File: src/rtl/mbus_pkg.sv
package mbus_pkg;
    localparam int unsigned ADDR_STATUS = 0;
    localparam int unsigned ADDR_MASK   = 1;
    localparam int unsigned ADDR_SCR0   = 2;
    localparam int unsigned SYNC_STAGES = 2;
endpackage

File: src/rtl/mbus_sync.sv
module mbus_sync #(
    parameter int unsigned W = 4,
    parameter logic [W-1:0] RST_VAL = '0
) (
    input  logic         clk,
    input  logic         rst_n,
    input  logic [W-1:0] d,
    output logic [W-1:0] q
);
    logic [W-1:0] s1_q, s2_q;

    always_ff @(posedge clk or negedge rst_n) begin
        if (!rst_n) begin
            s1_q <= RST_VAL;
            s2_q <= RST_VAL;
        end else begin
            s1_q <= d;
            s2_q <= s1_q;
        end
    end

    assign q = s2_q;
endmodule

File: src/rtl/mbus_regfile.sv
module mbus_regfile
    import mbus_pkg::*;
#(
    parameter int unsigned DW    = 8,
    parameter int unsigned N_SCR = 4
) (
    input  logic          clk,
    input  logic          rst_n,
    input  logic [DW-1:0] addr_i,
    input  logic [DW-1:0] wdata_i,
    input  logic          wr_i,
    input  logic          rd_end_i,
    input  logic [DW-1:0] evt_i,
    output logic [DW-1:0] rdata_o,
    output logic          irq_o
);
    localparam logic [DW-1:0] A_STAT = DW'(ADDR_STATUS);
    localparam logic [DW-1:0] A_MASK = DW'(ADDR_MASK);

    typedef struct packed {
        logic [DW-1:0]             status;
        logic [DW-1:0]             mask;
        logic [N_SCR-1:0][DW-1:0]  scr;
    } rf_t;

    rf_t  rf_d, rf_q;
    logic clr_status;

    always_comb begin
        rf_d       = rf_q;
        clr_status = rd_end_i && (addr_i == A_STAT);
        // events of the clearing cycle are ORed in after the clear
        rf_d.status = (clr_status ? '0 : rf_q.status) | evt_i;
        if (wr_i) begin
            if (addr_i == A_MASK) rf_d.mask = wdata_i;
            for (int i = 0; i < int'(N_SCR); i++) begin
                if (addr_i == DW'(ADDR_SCR0 + i)) rf_d.scr[i] = wdata_i;
            end
        end
    end

    always_ff @(posedge clk or negedge rst_n) begin
        if (!rst_n) rf_q <= '0;
        else        rf_q <= rf_d;
    end

    always_comb begin
        rdata_o = '0;
        if (addr_i == A_STAT)      rdata_o = rf_q.status;
        else if (addr_i == A_MASK) rdata_o = rf_q.mask;
        for (int i = 0; i < int'(N_SCR); i++) begin
            if (addr_i == DW'(ADDR_SCR0 + i)) rdata_o = rf_q.scr[i];
        end
    end

    assign irq_o = |(rf_q.status & rf_q.mask);

    // a set status bit stays set unless a status read clears it
    p_sticky_r6: assert property (@(posedge clk) disable iff (!rst_n)
        !clr_status |=> ((rf_q.status & $past(rf_q.status)) == $past(rf_q.status)));

    // every event bit is present in status on the following cycle
    p_evt_kept_r9: assert property (@(posedge clk) disable iff (!rst_n)
        (|evt_i) |=> ((rf_q.status & $past(evt_i)) == $past(evt_i)));

    // the mask only changes through a committed write to its address
    p_mask_hold_r3: assert property (@(posedge clk) disable iff (!rst_n)
        !(wr_i && addr_i == A_MASK) |=> $stable(rf_q.mask));
endmodule

File: src/rtl/mbus_reg_slave.sv
module mbus_reg_slave
    import mbus_pkg::*;
#(
    parameter int unsigned DW    = 8,
    parameter int unsigned N_SCR = 4
) (
    input  logic          clk,
    input  logic          rst_n,
    input  logic [DW-1:0] ad_in,
    output logic [DW-1:0] ad_out,
    output logic          ad_oe,
    input  logic          ale,
    input  logic          cs_n,
    input  logic          rd_n,
    input  logic          wr_n,
    input  logic [DW-1:0] evt_i,
    output logic          irq_n
);
    localparam int unsigned N_STB = 4;

    typedef struct packed {
        logic          ale_p;
        logic          wr_p;
        logic          rd_p;
        logic [DW-1:0] addr;
        logic [DW-1:0] wdat;
    } bus_st_t;

    bus_st_t          st_d, st_q;
    logic [N_STB-1:0] stb_s;
    logic             ale_s, cs_n_s, rd_n_s, wr_n_s;
    logic             wr_act, rd_act, ale_fall, commit, rd_end;
    logic [DW-1:0]    rdata;
    logic             irq;

    mbus_sync #(.W(N_STB), .RST_VAL(4'b0111)) u_sync (
        .clk   (clk),
        .rst_n (rst_n),
        .d     ({ale, cs_n, rd_n, wr_n}),
        .q     (stb_s)
    );

    assign {ale_s, cs_n_s, rd_n_s, wr_n_s} = stb_s;

    always_comb begin
        wr_act   = !wr_n_s && !cs_n_s && rd_n_s;
        rd_act   = !rd_n_s && !cs_n_s && wr_n_s && !ale_s;
        ale_fall = st_q.ale_p && !ale_s;
        commit   = st_q.wr_p && !wr_act;
        rd_end   = st_q.rd_p && !rd_act;

        st_d       = st_q;
        st_d.ale_p = ale_s;
        st_d.wr_p  = wr_act;
        st_d.rd_p  = rd_act;
        if (ale_fall) st_d.addr = ad_in;
        if (wr_act)   st_d.wdat = ad_in;
    end

    always_ff @(posedge clk or negedge rst_n) begin
        if (!rst_n) st_q <= '0;
        else        st_q <= st_d;
    end

    mbus_regfile #(.DW(DW), .N_SCR(N_SCR)) u_rf (
        .clk      (clk),
        .rst_n    (rst_n),
        .addr_i   (st_q.addr),
        .wdata_i  (st_q.wdat),
        .wr_i     (commit),
        .rd_end_i (rd_end),
        .evt_i    (evt_i),
        .rdata_o  (rdata),
        .irq_o    (irq)
    );

    assign ad_oe  = rd_act;
    assign ad_out = rd_act ? rdata : '0;
    assign irq_n  = !irq;

    // the latched address moves only on a detected latch-strobe fall
    p_addr_hold_r2: assert property (@(posedge clk) disable iff (!rst_n)
        !ale_fall |=> $stable(st_q.addr));

    // once low, the interrupt stays low until a status read or mask write
    p_irq_hold_r8: assert property (@(posedge clk) disable iff (!rst_n)
        (!irq_n && !(rd_end && st_q.addr == DW'(ADDR_STATUS))
                && !(commit && st_q.addr == DW'(ADDR_MASK))) |=> !irq_n);
endmodule

File: config.mk
export PLATFORM = sky130hd
export DESIGN_NAME = mbus_reg_slave
export DESIGN_NICKNAME = d
export VERILOG_FILES = /design/src/rtl/mbus_pkg.sv /design/src/rtl/mbus_sync.sv /design/src/rtl/mbus_regfile.sv /design/src/rtl/mbus_reg_slave.sv
export SDC_FILE = /design/constraint.sdc
export NUM_CORES = 1
export LEC_CHECK = 0
export CAP_MARGIN = 10
export CORE_ASPECT_RATIO = 1.75
export CORE_UTILIZATION = 45
export DETAILED_ROUTE_END_ITERATION = 8
export GPL_TIMING_DRIVEN = 1
export PLACE_DENSITY = 0.69
export SLEW_MARGIN = 30
export SYNTH_ARGS = -nofsm -noshare
export SYNTH_HDL_FRONTEND = slang
export SYNTH_HIERARCHICAL = 1
export SYNTH_SLANG_ARGS = --single-unit
File: constraint.sdc
create_clock -name clk -period 1.8 [get_ports clk]
set_input_delay 0.36 -clock clk [delete_from_list [all_inputs] [get_ports clk]]
set_output_delay 0.36 -clock clk [all_outputs]
set_load 0.02 [all_outputs]
After elaboration in Yosys (flattened, before gate mapping)
Index checks and enable logic that the tools add are counted.
- add/subtract/negate cells: 0
- $mul: 0
- div/mod/pow operators: 0
- $lt $le $gt $ge: 0
- equal/unequal tests: 5
- shifts and indexed selects: 0
- multiplexer cells: 8
- bitwise logic cells: 2
- reduce and logical (&&, ||, !) cells: 23
- operator list (kind ; count):
    2-to-1 mux 8 bit ; 8
    == test 8 x 2 -> 1 bit, second input constant ; 2
    == test 8 x 3 -> 1 bit, second input constant ; 2
    AND reduction 2 bit ; 5
    logical AND 1 bit ; 9
    bitwise AND 8 bit ; 1
    == test 8 x 1 -> 1 bit, second input constant ; 1
    logical NOT 8 bit ; 1
    bitwise OR 8 bit ; 1
    OR reduction 8 bit ; 1
    logical NOT 1 bit ; 7
- flip-flop bits (word level): 75
- bits in latches: 0
- memory bits (writable): 0
- ROM bits: 0
- bits of input ports: 22
- output and inout port bits: 10
- word-level logic and storage cells: 51
- memories: 0

Logic depth before layout (Yosys ltp)
Gate-level depths: netlist of run 1.
- depth after elaboration: 9
- mapped depth: 7
- gate-level depth less buffers: 5

Modules after synthesis
The synthesis of run 1 kept the hierarchy.
- by module, submodules not included (module ; times used ; cells each ; area each (sq um) ; seq. area each (sq um)):
    mbus_regfile ; 1 ; 164 ; 2275.9 ; 1201.2
    mbus_reg_slave ; 1 ; 51 ; 780.7 ; 475.5
    mbus_sync ; 1 ; 8 ; 207.7 ; 207.7

Worst setup path before layout of run 1
OpenSTA, ideal clock, no wires.
- path type: register -> register
- start point: register u_sync.s2_q[2] (netlist: u_sync/q[2])
- end point: register u_rf/rf_q[32] (netlist name)
- setup time: 0.125 ns
- data arrival time: 1.828 ns
- data required time: 1.675 ns
- slack: -0.153 ns
- cell stages (with the launch flop): 8
- period minus slack after synthesis: 1.953 ns
- path through: dfstp_2 -> nor3b_2 -> buf_6 -> nor2b_1 -> nand2_1 -> or4_4 -> buf_6 -> mux2_4
- cells in the longest elaborated chain, start to end: 6
- RTL lines (item ; line ; RTL):
    from (decl) ; mbus_sync.sv:10 ; logic [W-1:0] s1_q, s2_q;
    from (signal assigned) ; mbus_sync.sv:18 ; s2_q <= s1_q;
    logical NOT 1 bit ; mbus_reg_slave.sv:46 ; wr_act = !wr_n_s && !cs_n_s && rd_n_s;
    logical AND 1 bit (2 in series) ; mbus_reg_slave.sv:46 ;
    named net wr_act ; mbus_reg_slave.sv:32 ; logic wr_act, rd_act, ale_fall, commit, rd_end;
    logical NOT 1 bit ; mbus_reg_slave.sv:49 ; commit = st_q.wr_p && !wr_act;
    logical AND 1 bit ; mbus_reg_slave.sv:49 ;
    named net commit ; mbus_reg_slave.sv:32 ;
    AND reduction 2 bit (no line) ; - ;
    to (signal assigned) ; mbus_regfile.sv:44 ; else rf_q <= rf_d;
    to (decl) ; mbus_regfile.sv:26 ; rf_t rf_d, rf_q;
The timed path passes the listed nets, and every way through them passes these cells.
A chain may end at the register's enable or synchronous reset.

Worst setup path in the final report of run 1
- start point: register st_q[10] (netlist name)
- end point: output port ad_out[6]
- cells in the longest elaborated chain, start to end: 8
- elaborated cells on any way between the ends: 13
- RTL lines (item ; line ; RTL):
    from (decl) ; mbus_reg_slave.sv:29 ; bus_st_t st_d, st_q;
    from (signal assigned) ; mbus_reg_slave.sv:62 ; else st_q <= st_d;
    == test 8 x 1 -> 1 bit ; mbus_regfile.sv:50 ; else if (addr_i == A_MASK) rdata_o = rf_q.mask;
    2-to-1 mux 8 bit ; mbus_regfile.sv:50 ;
    2-to-1 mux 8 bit ; mbus_regfile.sv:49 ; if (addr_i == A_STAT) rdata_o = rf_q.status;
    2-to-1 mux 8 bit (3 in series) ; mbus_regfile.sv:52 ; if (addr_i == DW'(ADDR_SCR0 + i)) rdata_o = rf_q.scr[i];
    2-to-1 mux 8 bit * ; mbus_regfile.sv:52 ;
    named net rdata[6] ; mbus_reg_slave.sv:33 ; logic [DW-1:0] rdata;
    2-to-1 mux 8 bit * ; mbus_reg_slave.sv:78 ; assign ad_out = rd_act ? rdata : '0;
    to (decl) ; mbus_reg_slave.sv:10 ; output logic [DW-1:0] ad_out,
Mark *: on every way through the listed nets, which the timed path passes. The rest lies on a longest branch.

==> implementation parameters, run 1 <==
Parameter                              Value

Outcome
  Run status    complete, but fails checks
  Violations in the final reports    setup timing

Synthesis
  Average cell area after synthesis    14.64 µm²
  Synthesized-area fraction occupied by adder cells    0%
  Mapped Area    0.003264 mm²
  Multiplexer share of the synthesized area    25.99%
  Cells after Synth    223
  Post-synthesis register bit count    75
  Post-synthesis share of cell area spent on and, or, nand and nor gates    8.241%
  Library cell with the largest summed area after synthesis    dfrtp_1
  Register area share after synthesis    57.72%
  Library cells used by synthesis    35
  Parity-gate share of the synthesized area counting xor and xnor cells    0%
  Share of the synthesized area in compound gates (AO/OA/AOI/OAI)    5.749%
  Cells taking the most area after synthesis    dfrtp_1 53%, mux2_2 17%, dfstp_2 4.8%, mux4_2 4.8%, mux2_4 3.7%
  Synthesized net count    245
  Post-synth top area share    52.89%
  Synthesis Warnings    6
  Main combinational cell family by area after synthesis    multiplexers

Worst setup path
  Arrival @ worst endpoint    1810 ps
  CP endpoint kind    output pin
  Crit Path Max Fanout    6
  Worst endpoint required time    1440 ps
  Worst r2r path cells    6
  Worst Setup Path Type    register to output pin
  Sort of element at the start of the critical path    register
  Reg2Reg Setup Slack    -180 ps

Timing
  Relative slew margins    67.24%
  Final hold vios    0
  Min setup slack post-route    -369.9 ps
  Sum Neg Setup Slack    -4776 ps
  Post-route clock period utilization    120.6%
  Final Max Slew Viols    0
  Slew of the pin with the lowest slew margin    491.4 ps
  Count of endpoints failing setup in the final report    33
  Setup repair after global routing missed its margin    true
  Shortest clock period the worst path allows after layout    2170 ps
  Maximum achievable frequency    460.8 MHz
  Final clock skew    4.564 ps
  Worst Hold Margin    352.2 ps

Clock tree
  Worst-skew pair later-pin latency    330 ps
  Clock H-tree levels    3
  Clock sinks    75
  Clock transition at the register clock pins on the worst setup and hold paths after CTS    50 ps
  Longest Clk Path Bufs    2
  CTS tree    done
  CTS Buf Count    9
  Clk Tree Root Cell    clkbuf_16

Power
  Sum of internal, switching and leakage power    0.004365 W
  Leakage power    2.128 nW
  Worst supply voltage drop on vdd    0.7296 mV
  Power Dens Cells    938.1 mW/mm²

Floorplanning
  Floorplan die width    66.39 µm
  Die height    114.7 µm
  Number of top-level pins    32
  Area of the core region    0.006957 mm²
  Initial core utilization    46.92%
  Standard-cell rows    40
  Die Area    0.007612 mm²

Final layout
  Multi-input combinational cell area    0.001500 mm²
  Post-layout instance area    0.004653 mm²
  Number of antenna repair diodes    0
  Commonest non-fill, non-tap cell in the layout    dfrtp_1
  Post-synthesis to final-layout area growth    42.54%
  Number of fill cells in the layout    514
  Area taken by flip-flops and latches    0.001884 mm²
  Commonest cells after routing, fill and taps aside    69 x dfrtp_1, 47 x buf_4, 32 x mux2_2
  Fraction of layout instances using a drive strength above 1    57.14%
  Final net count    339

Global route
  Number of global-route vias before repair    2,416
  Total track usage    22.10%
  Congestion Overflow GR    0
  Pin count of the biggest net entering global routing    37
  Wire length of the first global-routing pass    11.98 mm
  Initial antenna violation count    0

Worst hold path
  Class of the most critical hold timing path    register to register
  Hold depth    0

Drt
  Count of routing violations after the opening detailed-route iteration    88
  Detail-routed via count per cell    5.463
  Via total after detailed routing    2,218
  Post-route antenna net violation count    0
  Final wirelength    7.393 mm
  Count of TritonRoute iterations in the first routing pass    4
  # DRC    0
  Detailed-route wire length per cell    18.21 µm

Place
  Pre-CTS setup slack    -541.0 ps
  Post-place instance area    0.004006 mm²
  Detailed-placement wirelength estimate    5.101 mm
  Number of port buffers    31
  Final weighted congestion of routability-driven global placement    0.8564

Flow run
  Number of maximum-capacitance constraint violations    0
==> power breakdown <==
group / switching, W / internal (W)
combinational: 0.000237 / 0.000338
sequential: 0.000113 / 0.00180
clock: 0.000629 / 0.00125
total: 0.000979 / 0.00339
==> through the flow <==
stage | cells | utilization [%]
floorplan | 223 | -
global placement | 376 | 57.59
detailed placement | 376 | 57.59
CTS | 404 | 66.30
global route | 406 | 66.89
finish | 406 | 66.89
==> synthesized netlist by cell type <==
cell / n
and3_1: 2
nand2_1: 10
nand2b_1: 1
a2bb2oi_1: 4
and2_1: 8
nor4b_4: 1
buf_1: 1
nor3_2: 1
nor3_1: 2
a21o_1: 8
nor2_2: 1
or4_4: 1
nor3b_2: 1
a22oi_1: 4
buf_6: 2
nand4_1: 1
a21oi_1: 2
dfrtp_1: 69
buf_4: 1
and3b_2: 1
dfstp_2: 6
inv_1: 3
nand4b_1: 1
nor3b_1: 1
a211oi_1: 1
and4_1: 2
buf_2: 6
mux2_2: 48
o21ai_0: 9
nand3_1: 2
nor2_1: 1
mux2_4: 8
nor2b_1: 4
mux2i_1: 3
mux4_2: 7
==> worst max-delay path: stages, from the launching register on <==
cell and delay (ps):
dfrtp_1 380, buf_6 140, nand2b_4 130, a211oi_2 250
o21ai_1 120, a21oi_1 180, and2_4 170, buf_6 110
==> sequential cells by signal (all words and copies together) (netlist names) <==
name and cells:
st_q 19, u_rf/rf_q 48, u_sync/q 4, u_sync/s1_q 4
==> area by class of cell <==
cell class,instances,area share [%]
clock buffer,14,5.458
clock inverter,2,1.291
inverter,3,0.2420
multi-input combinational,136,32.24
sequential,75,40.49
tap,84,2.259
timing repair buffer,92,18.02
==> logic make-up (layout without fill, tap and decap cells) <==
| family | count (synthesis) | after routing |
|---|---|---|
| AOI/OAI and AO/OA | 28 | 28 |
| buffers and inverters | 13 | 111 |
| DFF | 75 | 75 |
| muxes | 66 | 66 |
| and+or+nand+nor | 41 | 42 |
==> path summary, 6_finish.rpt <==
| kind | startpoint | to |
|---|---|---|
| setup / recovery | st_q[10]$_DFFE_PN0P_ | ad_out[6] |
| hold / removal | u_sync/s1_q[3]$_DFF_PN0_ | u_sync/q[3]$_DFF_PN0_ |
| setup reg to reg | st_q[13]$_DFFE_PN0P_ | u_rf/rf_q[35]$_DFFE_PN0P_ |
| hold reg to reg | u_sync/s1_q[3]$_DFF_PN0_ | u_sync/q[3]$_DFF_PN0_ |
| max in group asynchronous | rst_n | u_rf/rf_q[36]$_DFFE_PN0P_ |
| min in group asynchronous | rst_n | st_q[7]$_DFFE_PN0P_ |
==> layer usage <==
| metal | up-vias | track usage (%) | share of wire [%] |
|---|---|---|---|
| li1 | 1004 | - | - |
| met5 | - | 0 | 0 |
| met1 | 1134 | 24.14 | 39 |
| met4 | 0 | 12.77 | 4.6 |
| met2 | 57 | 38.37 | 54 |
| met3 | 23 | 4.781 | 2.8 |
==> timing repair <==
action                                  4_1_cts  5_1_grt
cloned                                        1        0
gates resized for setup                     111       13
setup buffers                                11        6
endpoints found under the setup margin       40       55
hold buffers                                  1        0
endpoints found under the hold margin        14        0
pin swaps                                    24       12
Note: power is estimated with default switching activity, not from simulation.
==> run 2: changes to the inputs <==
Settings changed: SLEW_MARGIN 30 to 20.
==> results of run 2 <==
The final DEF is identical to that of run 1; final timing and power are the same.
==> run 3: changes to the inputs <==
Settings changed: PLACE_DENSITY 0.69 to 0.66.
Clock period 1.8 ns to 2.5 ns, I/O delays scaled along.
==> implementation parameters, run 3 (synthesized netlist as in run 1, its figures left out) <==
Parameter                              Value

Global route
  Pin count of the biggest net entering global routing    76 (was 37)
  Number of global-route vias before repair    2,065 (was 2,416)
  Initial antenna violation count    0 (unchanged)
  Wire length of the first global-routing pass    10.84 mm (was 11.98 mm)
  Congestion Overflow GR    0 (unchanged)
  Total track usage    20.06% (was 22.10%)

Final layout
  Final net count    292 (was 339)
  Fraction of layout instances using a drive strength above 1    42.18% (was 57.14%)
  Commonest cells after routing, fill and taps aside    68 x dfrtp_1, 48 x mux2_2, 22 x clkdlybuf4s50_1 (was 69 x dfrtp_1, 47 x buf_4, 32 x mux2_2)
  Registers with the most flip-flops    u_rf/rf_q (48), st_q (19) (unchanged)
  Commonest non-fill, non-tap cell in the layout    dfrtp_1 (unchanged)
  Post-synthesis to final-layout area growth    25.34% (was 42.54%)
  Multi-input combinational cell area    0.001321 mm² (was 0.001500 mm²)
  Number of antenna repair diodes    0 (unchanged)
  Register with the highest flop count    u_rf/rf_q (unchanged)
  Number of fill cells in the layout    579 (was 514)
  Area taken by flip-flops and latches    0.001886 mm² (was 0.001884 mm²)
  Number of flip-flops under the largest register name    48 (unchanged)

Floorplanning
  Area of the core region    0.006957 mm² (unchanged)
  Initial core utilization    46.92% (unchanged)
  Number of top-level pins    32 (unchanged)
  Floorplan die width    66.39 µm (unchanged)
  Die height    114.7 µm (unchanged)
  Standard-cell rows    40 (unchanged)
  Die Area    0.007612 mm² (unchanged)

Worst setup path
  Worst endpoint required time    2000 ps (was 1440 ps)
  Sort of element at the start of the critical path    register (unchanged)
  Reg2Reg Setup Slack    340 ps (was -180 ps)
  CP max stage delay    490 ps (was 380 ps)
  RR Startpoint    st_q[11]$_DFFE_PN0P_ (was st_q[13]$_DFFE_PN0P_)
  CP endpoint kind    output pin (unchanged)
  Crit Path Max Fanout    7 (was 6)
  RR Endpoint    u_rf/rf_q[10]$_DFFE_PN0P_ (was u_rf/rf_q[35]$_DFFE_PN0P_)
  Worst r2r path cells    6 (unchanged)
  Worst Setup Path Type    register to output pin (unchanged)
  Worst setup path start    st_q[9]$_DFFE_PN0P_ (was st_q[10]$_DFFE_PN0P_)
  Cell Chain, Critical Path    buf_12 -> mux4_2 -> nand2_1 -> a21oi_1 -> and2_1 -> clkdlybuf4s15_2 (was buf_6 -> nand2b_4 -> a211oi_2 -> o21ai_1 -> a21oi_1 -> and2_4 -> buf_6)
  Arrival @ worst endpoint    1910 ps (was 1810 ps)
  Slowest CP cell    mux4_2 (was dfrtp_1)

Clock tree
  Clock sinks    75 (unchanged)
  Clock H-tree levels    3 (unchanged)
  Longest Clk Path Bufs    2 (unchanged)
  Clock transition at the register clock pins on the worst setup and hold paths after CTS    50 ps (about the same)
  CTS tree    done (unchanged)
  CTS Buf Count    9 (unchanged)
  Clk Tree Root Cell    clkbuf_16 (unchanged)
  Hold-fix buffers, CTS    0 (was 1)
  Worst-skew pair later-pin latency    330 ps (about the same)

Drt
  # DRC    0 (unchanged)
  Count of routing violations after the opening detailed-route iteration    145 (was 88)
  Final wirelength    6.507 mm (was 7.393 mm)
  Detail-routed via count per cell    5.560 (was 5.463)
  Detail Route met3 WL    230 µm (was 208 µm)
  Count of TritonRoute iterations in the first routing pass    4 (unchanged)
  Post-route antenna net violation count    0 (unchanged)
  Post-Route M1 WL    2.712 mm (was 2.862 mm)
  Via total after detailed routing    1,996 (was 2,218)
  Detailed-route wire length per cell    18.13 µm (was 18.21 µm)
  Met2 Routed Length    3.426 mm (was 3.981 mm)
  Highest signal layer in the routed design    met4 (unchanged)

Place
  Pre-CTS setup slack    45.91 ps (was -541.0 ps)
  Final weighted congestion of routability-driven global placement    0.8107 (was 0.8564)
  Detailed-placement wirelength estimate    4.550 mm (was 5.101 mm)
  Number of port buffers    31 (unchanged)

Power
  Leakage power    1.846 nW (was 2.128 nW)
  Power Dens Cells    755.0 mW/mm² (was 938.1 mW/mm²)
  Sum of internal, switching and leakage power    0.003089 W (was 0.004365 W)
  Worst supply voltage drop on vdd    0.5943 mV (was 0.7296 mV)

Timing
  Post-route clock period utilization    96.52%
  Relative slew margins    50.92% (was 67.24%)
  Maximum achievable frequency    414.4 MHz
  Slew of the pin with the lowest slew margin    734.7 ps (was 491.4 ps)
  Final clock skew    8.429 ps (was 4.564 ps)
  Final Max Slew Viols    0 (unchanged)
  Shortest clock period the worst path allows after layout    2413 ps
  Final hold vios    0 (unchanged)
  Min setup slack post-route    86.95 ps (was -369.9 ps)
  Count of endpoints failing setup in the final report    0 (was 33)

Outcome
  Run status    completed (was complete, but fails checks)

Worst hold path
  Class of the most critical hold timing path    input pin to async pin (was register to register)

Flow run
  Number of maximum-capacitance constraint violations    0 (unchanged)
-- run 3: routing by layer --
layer / track usage (%) / vias up
li1: - / 903
met1: 24.24 / 1037
met2: 32.79 / 45
met3: 5.478 / 11
met4: 9.220 / 0
met5: 0 / -
-- run 3: cell type report --
class,count,share of cell area (%)
clock inverters,2,1.468
well taps,84,2.569
multi-input cells,135,32.29
repair buffers,46,10.86
clock buffers,14,6.453
flip-flops and latches,75,46.09
inverters,3,0.2752
-- run 3: timing repair --
item | in CTS | in global routing
setup buffers | 3 | 2
pin swaps | 0 | 1
endpoints found under the setup margin | 8 | 8
gates cloned | 0 | 1
resized for setup | 24 | 13
-- run 3: metrics by stage --
step	setup TNS [ps]	area (µm²)	utilization [%]	std cells	hold slack, ps
3_3_place_gp	0	3716	53.42	337	332.3
5_1_grt	-0.9621	4091	58.81	359	227.6
4_1_cts	-0.6688	4081	58.67	356	200.8
3_5_place_dp	0	3716	53.42	337	346.9
6_report	0	4091	58.81	359	196.2
2_1_floorplan	0	3264	-	223	204.4
-- run 3: critical path: cells and delay by family (launching register included) --
family	cells	cell delay (ps)
AO/OA/AOI/OAI	1	60
buffers and inverters	2	390
flip-flops	1	400
multiplexers	1	490
AND/OR/NAND/NOR	2	230
-- run 3: worst max path at each step --
stage	cells past startpoint	slack [ps]	to
2_1_floorplan	5	530	ad_out[1]
3_3_place_gp	6	60	ad_out[7]
3_5_place_dp	6	50	ad_out[7]
4_1_cts	6	-0.7	ad_out[7]
5_1_grt	8	-1	ad_out[1]
6_report	6	90	ad_out[3]
-- run 3: power by group --
part | switching (W) | internal (W)
sequential | 0.0000763 | 0.00129
clock | 0.000466 | 0.000929
combinational | 0.000131 | 0.000194
total | 0.000673 | 0.00242
